**src/rtl/comb_pkg.sv**
```systemverilog
package comb_pkg;
    typedef enum logic [1:0] {
        ST_WAIT_SYM = 2'd0,
        ST_PRODUCT  = 2'd1,
        ST_MERGE    = 2'd2,
        ST_PRESENT  = 2'd3
    } comb_state_e;
endpackage

```
**src/rtl/finger_table.sv**
```systemverilog
module finger_table #(
    parameter int NF  = 16,
    parameter int CW  = 16,
    parameter int NCH = 16,
    localparam int FIDW = $clog2(NF),
    localparam int CHW  = $clog2(NCH)
) (
    input  logic                 clk,
    input  logic                 rst_n,
    input  logic                 coef_we,
    input  logic [FIDW-1:0]      coef_fid,
    input  logic signed [CW-1:0] coef_re,
    input  logic signed [CW-1:0] coef_im,
    input  logic                 map_we,
    input  logic [FIDW-1:0]      map_fid,
    input  logic [CHW-1:0]       map_chan,
    input  logic [FIDW-1:0]      rd_fid,
    output logic signed [CW-1:0] rd_cre,
    output logic signed [CW-1:0] rd_cim,
    output logic [CHW-1:0]       rd_chan
);
    logic signed [CW-1:0] cre_q [NF];
    logic signed [CW-1:0] cim_q [NF];
    logic [CHW-1:0]       chan_q [NF];

    always_ff @(posedge clk) begin
        if (!rst_n) begin
            for (int i = 0; i < NF; i++) begin
                cre_q[i]  <= '0;
                cim_q[i]  <= '0;
                chan_q[i] <= '0;
            end
        end else begin
            if (coef_we) begin
                cre_q[coef_fid] <= coef_re;
                cim_q[coef_fid] <= coef_im;
            end
            if (map_we) begin
                chan_q[map_fid] <= map_chan;
            end
        end
    end

    assign rd_cre  = cre_q[rd_fid];
    assign rd_cim  = cim_q[rd_fid];
    assign rd_chan = chan_q[rd_fid];

    // a coefficient write shows up on the read port one cycle later
    AST_COEF_WRITE_SEEN: assert property (@(posedge clk) disable iff (!rst_n)
        (coef_we && !map_we && !$isunknown(coef_fid)) |=> (cre_q[$past(coef_fid)] == $past(coef_re)));
endmodule

```
**src/rtl/reduced_cmul.sv**
```systemverilog
module reduced_cmul #(
    parameter int DW   = 16,
    parameter int FRAC = 15,
    localparam int SUMW  = 2*DW + 1,
    localparam int CORRW = SUMW - FRAC
) (
    input  logic                    clk,
    input  logic                    rst_n,
    input  logic                    en,
    input  logic                    use_imag,
    input  logic signed [DW-1:0]    op_re,
    input  logic signed [DW-1:0]    op_im,
    input  logic signed [DW-1:0]    op_cre,
    input  logic signed [DW-1:0]    op_cim,
    output logic signed [CORRW-1:0] corr
);
    logic signed [DW-1:0]   mul_a_rhs;
    logic signed [DW-1:0]   mul_b_rhs;
    logic signed [2*DW-1:0] prod_a;
    logic signed [2*DW-1:0] prod_b;
    logic signed [SUMW-1:0] ext_a;
    logic signed [SUMW-1:0] ext_b;
    logic signed [SUMW-1:0] wanted;

    // steer the coefficient halves so that two multipliers give either axis
    always_comb begin
        mul_a_rhs = use_imag ? op_cim : op_cre;
        mul_b_rhs = use_imag ? op_cre : op_cim;
        prod_a    = op_re * mul_a_rhs;
        prod_b    = op_im * mul_b_rhs;
        ext_a     = {prod_a[2*DW-1], prod_a};
        ext_b     = {prod_b[2*DW-1], prod_b};
        wanted    = use_imag ? (ext_a + ext_b) : (ext_a - ext_b);
    end

    always_ff @(posedge clk) begin
        if (!rst_n) begin
            corr <= '0;
        end else if (en) begin
            corr <= wanted[SUMW-1:FRAC];
        end
    end
endmodule

```
**src/rtl/chan_accum.sv**
```systemverilog
module chan_accum #(
    parameter int NCH   = 16,
    parameter int NF    = 16,
    parameter int CORRW = 18,
    parameter int OW    = 16,
    localparam int CHW  = $clog2(NCH),
    localparam int CNTW = $clog2(NF + 1),
    localparam int ACCW = CORRW + CNTW
) (
    input  logic                    clk,
    input  logic                    rst_n,
    input  logic                    cfg_we,
    input  logic [CHW-1:0]          cfg_chan,
    input  logic [CNTW-1:0]         cfg_count,
    input  logic                    cfg_imag,
    input  logic [CHW-1:0]          rd_chan,
    output logic                    rd_imag,
    input  logic                    upd_en,
    input  logic signed [CORRW-1:0] corr,
    output logic                    upd_done,
    output logic signed [OW-1:0]    sum_out
);
    logic signed [ACCW-1:0] acc_q  [NCH];
    logic [CNTW-1:0]        seen_q [NCH];
    logic [CNTW-1:0]        need_q [NCH];
    logic                   imag_q [NCH];

    logic [CNTW-1:0]        need_eff;
    logic signed [ACCW-1:0] sum_next;
    logic signed [OW-1:0]   sum_clamped;
    logic                   in_range;

    always_comb begin
        if (need_q[rd_chan] == '0) begin
            need_eff = CNTW'(1);
        end else if (need_q[rd_chan] > CNTW'(NF)) begin
            need_eff = CNTW'(NF);
        end else begin
            need_eff = need_q[rd_chan];
        end
        sum_next = acc_q[rd_chan] + {{(ACCW-CORRW){corr[CORRW-1]}}, corr};
        upd_done = upd_en && ((seen_q[rd_chan] + CNTW'(1)) >= need_eff);
        in_range = (&sum_next[ACCW-1:OW-1]) || !(|sum_next[ACCW-1:OW-1]);
        if (in_range) begin
            sum_clamped = sum_next[OW-1:0];
        end else if (sum_next[ACCW-1]) begin
            sum_clamped = {1'b1, {(OW-1){1'b0}}};
        end else begin
            sum_clamped = {1'b0, {(OW-1){1'b1}}};
        end
    end

    assign rd_imag = imag_q[rd_chan];

    always_ff @(posedge clk) begin
        if (!rst_n) begin
            for (int c = 0; c < NCH; c++) begin
                acc_q[c]  <= '0;
                seen_q[c] <= '0;
                need_q[c] <= '0;
                imag_q[c] <= 1'b0;
            end
            sum_out <= '0;
        end else begin
            if (upd_en) begin
                if (upd_done) begin
                    acc_q[rd_chan]  <= '0;
                    seen_q[rd_chan] <= '0;
                    sum_out         <= sum_clamped;
                end else begin
                    acc_q[rd_chan]  <= sum_next;
                    seen_q[rd_chan] <= seen_q[rd_chan] + CNTW'(1);
                end
            end
            // configuration wins over a merge into the same channel
            if (cfg_we) begin
                need_q[cfg_chan] <= cfg_count;
                imag_q[cfg_chan] <= cfg_imag;
                acc_q[cfg_chan]  <= '0;
                seen_q[cfg_chan] <= '0;
            end
        end
    end

    for (genvar g = 0; g < NCH; g++) begin : g_chk
        AST_NO_OVERFLOW: assert property (@(posedge clk) disable iff (!rst_n)
            seen_q[g] < CNTW'(NF));
        AST_CFG_CLEARS: assert property (@(posedge clk) disable iff (!rst_n)
            (cfg_we && cfg_chan == CHW'(g)) |=> (seen_q[g] == '0 && acc_q[g] == '0));
    end
endmodule

```
**src/rtl/finger_combiner.sv**
```systemverilog
module finger_combiner #(
    parameter int NF    = 16,
    parameter int NCH   = 16,
    parameter int DW    = 16,
    parameter int FRAC  = 15,
    parameter int OW    = 16,
    localparam int FIDW  = $clog2(NF),
    localparam int CHW   = $clog2(NCH),
    localparam int CNTW  = $clog2(NF + 1),
    localparam int CORRW = 2*DW + 1 - FRAC
) (
    input  logic            clk,
    input  logic            rst_n,
    input  logic            coef_we,
    input  logic [FIDW-1:0] coef_fid,
    input  logic [DW-1:0]   coef_re,
    input  logic [DW-1:0]   coef_im,
    input  logic            map_we,
    input  logic [FIDW-1:0] map_fid,
    input  logic [CHW-1:0]  map_chan,
    input  logic            chcfg_we,
    input  logic [CHW-1:0]  chcfg_chan,
    input  logic [CNTW-1:0] chcfg_count,
    input  logic            chcfg_imag,
    input  logic            sym_valid,
    output logic            sym_ready,
    input  logic [FIDW-1:0] sym_fid,
    input  logic [DW-1:0]   sym_re,
    input  logic [DW-1:0]   sym_im,
    output logic            out_valid,
    output logic [CHW-1:0]  out_chan,
    output logic [OW-1:0]   out_data
);
    import comb_pkg::*;

    comb_state_e state_q, state_d;

    logic                    take_sym;
    logic                    mul_en;
    logic                    upd_en;
    logic                    upd_done;
    logic                    axis_imag;
    logic signed [DW-1:0]    tbl_cre, tbl_cim;
    logic [CHW-1:0]          tbl_chan;
    logic signed [DW-1:0]    op_re_q, op_im_q, op_cre_q, op_cim_q;
    logic [CHW-1:0]          ch_q;
    logic signed [CORRW-1:0] corr;
    logic signed [OW-1:0]    sum_out;

    finger_table #(.NF(NF), .CW(DW), .NCH(NCH)) u_table (
        .clk      (clk),
        .rst_n    (rst_n),
        .coef_we  (coef_we),
        .coef_fid (coef_fid),
        .coef_re  ($signed(coef_re)),
        .coef_im  ($signed(coef_im)),
        .map_we   (map_we),
        .map_fid  (map_fid),
        .map_chan (map_chan),
        .rd_fid   (sym_fid),
        .rd_cre   (tbl_cre),
        .rd_cim   (tbl_cim),
        .rd_chan  (tbl_chan)
    );

    reduced_cmul #(.DW(DW), .FRAC(FRAC)) u_cmul (
        .clk      (clk),
        .rst_n    (rst_n),
        .en       (mul_en),
        .use_imag (axis_imag),
        .op_re    (op_re_q),
        .op_im    (op_im_q),
        .op_cre   (op_cre_q),
        .op_cim   (op_cim_q),
        .corr     (corr)
    );

    chan_accum #(.NCH(NCH), .NF(NF), .CORRW(CORRW), .OW(OW)) u_accum (
        .clk       (clk),
        .rst_n     (rst_n),
        .cfg_we    (chcfg_we),
        .cfg_chan  (chcfg_chan),
        .cfg_count (chcfg_count),
        .cfg_imag  (chcfg_imag),
        .rd_chan   (ch_q),
        .rd_imag   (axis_imag),
        .upd_en    (upd_en),
        .corr      (corr),
        .upd_done  (upd_done),
        .sum_out   (sum_out)
    );

    // state register
    always_ff @(posedge clk) begin
        if (!rst_n) begin
            state_q <= ST_WAIT_SYM;
        end else begin
            state_q <= state_d;
        end
    end

    // next state
    always_comb begin
        state_d = state_q;
        unique case (state_q)
            ST_WAIT_SYM: if (sym_valid) state_d = ST_PRODUCT;
            ST_PRODUCT:  state_d = ST_MERGE;
            ST_MERGE:    state_d = upd_done ? ST_PRESENT : ST_WAIT_SYM;
            ST_PRESENT:  state_d = ST_WAIT_SYM;
            default:     state_d = ST_WAIT_SYM;
        endcase
    end

    // outputs decoded from state
    always_comb begin
        sym_ready = 1'b0;
        mul_en    = 1'b0;
        upd_en    = 1'b0;
        out_valid = 1'b0;
        unique case (state_q)
            ST_WAIT_SYM: sym_ready = 1'b1;
            ST_PRODUCT:  mul_en    = 1'b1;
            ST_MERGE:    upd_en    = 1'b1;
            ST_PRESENT:  out_valid = 1'b1;
            default:     ;
        endcase
    end

    assign take_sym = sym_valid && sym_ready;

    // operand capture at acceptance
    always_ff @(posedge clk) begin
        if (!rst_n) begin
            op_re_q  <= '0;
            op_im_q  <= '0;
            op_cre_q <= '0;
            op_cim_q <= '0;
            ch_q     <= '0;
        end else if (take_sym) begin
            op_re_q  <= $signed(sym_re);
            op_im_q  <= $signed(sym_im);
            op_cre_q <= tbl_cre;
            op_cim_q <= tbl_cim;
            ch_q     <= tbl_chan;
        end
    end

    assign out_chan = ch_q;
    assign out_data = sum_out;

    AST_READY_DROPS: assert property (@(posedge clk) disable iff (!rst_n)
        take_sym |=> !sym_ready);
    AST_PRESENT_PULSE: assert property (@(posedge clk) disable iff (!rst_n)
        out_valid |=> !out_valid);
    AST_PRESENT_AFTER_MERGE: assert property (@(posedge clk) disable iff (!rst_n)
        out_valid |-> $past(upd_done));
    AST_CHAN_HELD: assert property (@(posedge clk) disable iff (!rst_n)
        out_valid |-> $stable(out_chan));
endmodule

```
**config.mk**
```make
export PLATFORM = sky130hd
export DESIGN_NAME = finger_combiner
export DESIGN_NICKNAME = d
export VERILOG_FILES = /design/src/rtl/comb_pkg.sv /design/src/rtl/finger_table.sv /design/src/rtl/reduced_cmul.sv /design/src/rtl/chan_accum.sv /design/src/rtl/finger_combiner.sv
export SDC_FILE = /design/constraint.sdc
export NUM_CORES = 2
export LEC_CHECK = 0
export BUFFER_PORTS_ARGS = -buffer_cell sky130_fd_sc_hd__buf_2
export CORE_MARGIN = 3
export CORE_UTILIZATION = 50
export CTS_CLUSTER_SIZE = 12
export DETAILED_ROUTE_END_ITERATION = 6
export PLACE_DENSITY = 0.69
export SLEW_MARGIN = 25
export SYNTH_ARGS = -nofsm -noshare
export SYNTH_HDL_FRONTEND = slang
export SYNTH_SLANG_ARGS = --single-unit
```
**constraint.sdc**
```tcl
create_clock -name clk -period 11.7 [get_ports clk]
set_clock_uncertainty 0.15 [all_clocks]
set_input_delay 3.51 -clock clk [delete_from_list [all_inputs] [get_ports clk]]
set_output_delay 3.51 -clock clk [all_outputs]
set_load 0.02 [all_outputs]
```
==> run summary <==
status: complete, no violations
xor and xnor area share after synthesis: 1.53%
DRT Wirelength: 215 mm
Post-Synth Simple-Gate Area: 17.1%
post-synthesis mux area share: 10.8%
Arr. time, crit path: 11.62 ns
RSZ-0062 raised after global routing: false
CP Capture Type: flop
pin count of the biggest net entering global routing: 113
cell area after synthesis: 76800 sq um
Area Growth Syn to Fin: 8.69%
Synth top area share: 25.7%
Vias/cell: 5.94
Syn Inst Count: 7226
# fillers: 12700
CTS tree: done
Max Freq: 89.9 MHz
Final HPWL DP: 141 mm
number of remaining DRC errors: 0
Max-cap violations: 0
final setup vio count: 0
fin util: 54.8%
biggest cell delay along the critical path: 0.77 ns
flops & latches, synth: 1224
Synth Flop Type: edfxtp_1
vias after detailed routing: 54700
CTS HTree Levels: 4
largest family of logic cells by synthesized area: adder cells
Least-Margin Pin Slew: 1.01 ns
Final Instance Area: 83400 sq um
Final Wtd Congestion: 0.916
non-filler cells, final: 9211
sequential share of the synthesized area: 40.5%
clk_lat worst skew: 0.77 ns
post-synthesis adder-cell area fraction: 17.3%
Post-synth ARST share: 0%
YS warnings: 0
clk sinks: 1224
required time of the critical path: 12.20 ns
vias in the first global route: 56300
largest area contributor in the netlist: edfxtp_1
initial core utilization: 50.4%
synth top area cells: edfxtp_1 (26%), dfxtp_1 (15%), fa_1 (14%)
Max clock buf depth: 3
slowest stage cell, crit path: mux4_2
clock root buffer: clkbuf_16
Leakage: 32.2 nW
Setup WS pre-CTS: 0.543 ns
Iteration-0 DRC Markers: 5650
crit-path most repeated cell: fa_1
final hold vios: 0
global-route usage over all layers: 27.5%
grt ovf: 0
Compound-Gate Fraction of Synth Area: 7.25%
number of flops mapped to enable cells by yosys: 656
dpl cells: 8966
layout cell share with drive strength beyond 1: 12.5%
Setup TNS: 0 ns
startpoint types: flop
Pwr Density: 138 nW/um^2
Syn Nets: 8071
hold crit path type: reg -> reg
fin. max-slew vios: 0
Tmin final: 11.12 ns
CP Max Fanout: 46
first-pass GRT wire length: 334 mm
Ports: 118
Final #Nets: 7918
die height: 398 um
Num CTS Buffers: 134
# port buffers: 117
Die W: 398 um
critical path class: reg -> reg
post-synth cell types: 75
Max-Slew Margin vs Limit: 32.4%
Worst VDD drop: 140 uV
Clock Pin Slew Worst Setup and Hold Paths: 0.06 ns
row count: 143
die area: 158000 sq um
syn avg cell area: 10.6 sq um
fin crit share: 95.0%
dpl cell area: 79200 sq um
DR pass1 iterations: 6
Wirelength per Cell: 23.4 um
core box area: 152000 sq um
Routed Antenna Nets: 0
antenna violations before repair: 18
Final WS setup: 0.580 ns
final cells by class:
cell class	count	area, sq um	area share, %
multi-input combinational	4890	41900	50.3
sequential	1224	31100	37.2
clock buffer	197	3800	4.55
tap	2030	2540	3.04
inverter	600	2250	2.70
timing repair buffer	223	1450	1.74
clock inverter	37	363	0.435
antenna	10	25.0	0.0300
cell families after synthesis:
kind of cell,after synthesis
buf+inv,1112
compound gates,901
fa+ha+maj,749
simple gates,2717
xor+xnor,134
flops,1224
mux,389
cell usage in the layout, fill, tap and decap left out, types with 46 or more instances in the layout:
cell type  Yosys  routed
a31oi_1      344     344
inv_1        600     600
nand2_1      650     637
o21ai_0      131     119
a21boi_0      74      74
clkbuf_16      0     138
and2_1       803     802
ha_1         224     224
buf_4          1     101
dfxtp_1      568     564
nor2b_1      111     110
nand3_1      142     138
fa_1         525     525
buf_2          2     114
a21oi_1      208     207
mux4_2       350     350
xor2_1        48      48
clkbuf_1     468      46
nor2_1       825     801
xnor2_1       86      86
edfxtp_1     656     656
where the power goes:
| group | internal (mW) | leakage [nW] | switching [mW] | total [mW] |
|---|---|---|---|---|
| Clock | 2.29 | 2.02 | 1.78 | 4.06 |
| Combinational | 1.01 | 19.3 | 1.60 | 2.61 |
| Sequential | 4.70 | 10.8 | 0.149 | 4.85 |
what timing repair did:
action | in CTS | in global routing
hold buffers | 0 | 0
buffers inserted | 0 | 0
setup endpoints to repair | 0 | 2
gates resized for setup | 0 | 1
stage by stage:
stage	hold slack [ns]	power, mW
2_1_floorplan	0.283	6.69
3_5_place_dp	0.302	7.52
5_1_grt	0.334	12.0
6_report	0.308	11.5
4_1_cts	0.309	11.6
3_3_place_gp	0.294	7.49
flip-flops by register name, summed over array words and instances, names as in the netlist:
name / count
op_im_q: 16
state_q: 2
op_cre_q: 16
op_cim_q: 16
u_table.cim_q: 256
out_chan: 4
u_accum.seen_q: 80
u_accum.sum_out: 16
u_accum.acc_q: 368
u_accum.imag_q: 16
u_accum.need_q: 80
u_table.cre_q: 256
op_re_q: 16
u_table.chan_q: 64
u_cmul.corr: 18
routing by layer:
| metal | track usage, % | vias up | share of wire, % |
|---|---|---|---|
| met5 | 0 | - | 0.013 |
| met4 | 10.8 | 4 | 3.9 |
| met3 | 5.05 | 511 | 8.3 |
| met2 | 45.6 | 2441 | 49 |
| met1 | 35.9 | 27600 | 39 |
| li1 | - | 24200 | - |
critical path: cells and delay by family (launching register included):
| family | cells | cell delay (ns) |
|---|---|---|
| adders and majority gates | 8 | 3.47 |
| xor gates and xnor gates | 3 | 0.42 |
| muxes | 3 | 1.85 |
| buffers and inverters | 6 | 0.73 |
| DFF | 1 | 0.43 |
| and+or+nand+nor | 6 | 1.45 |
| AOI/OAI and AO/OA | 10 | 2.44 |
synthesized netlist by cell type, types with 208 or more instances:
| library cell | count |
|---|---|
| dfxtp_1 | 568 |
| mux4_2 | 350 |
| fa_1 | 525 |
| nand2_1 | 650 |
| inv_1 | 600 |
| a31oi_1 | 344 |
| edfxtp_1 | 656 |
| a21oi_1 | 208 |
| nor2_1 | 825 |
| ha_1 | 224 |
| and2_1 | 803 |
| clkbuf_1 | 468 |
path summary, 6_finish.rpt:
path	startpoint	to	slack, ns	cells past startpoint
max	out_chan[0]$_SDFFE_PN0P_	u_cmul.corr[14]$_SDFFE_PN0N_	0.58	36
min	u_accum.sum_out[3]$_SDFFE_PN0P_	u_accum.sum_out[3]$_SDFFE_PN0P_	0.31	2
max reg2reg	out_chan[0]$_SDFFE_PN0P_	u_cmul.corr[14]$_SDFFE_PN0N_	0.58	36
min reg2reg	u_accum.sum_out[3]$_SDFFE_PN0P_	u_accum.sum_out[3]$_SDFFE_PN0P_	0.31	2
Note: power is estimated with default switching activity, not from simulation.
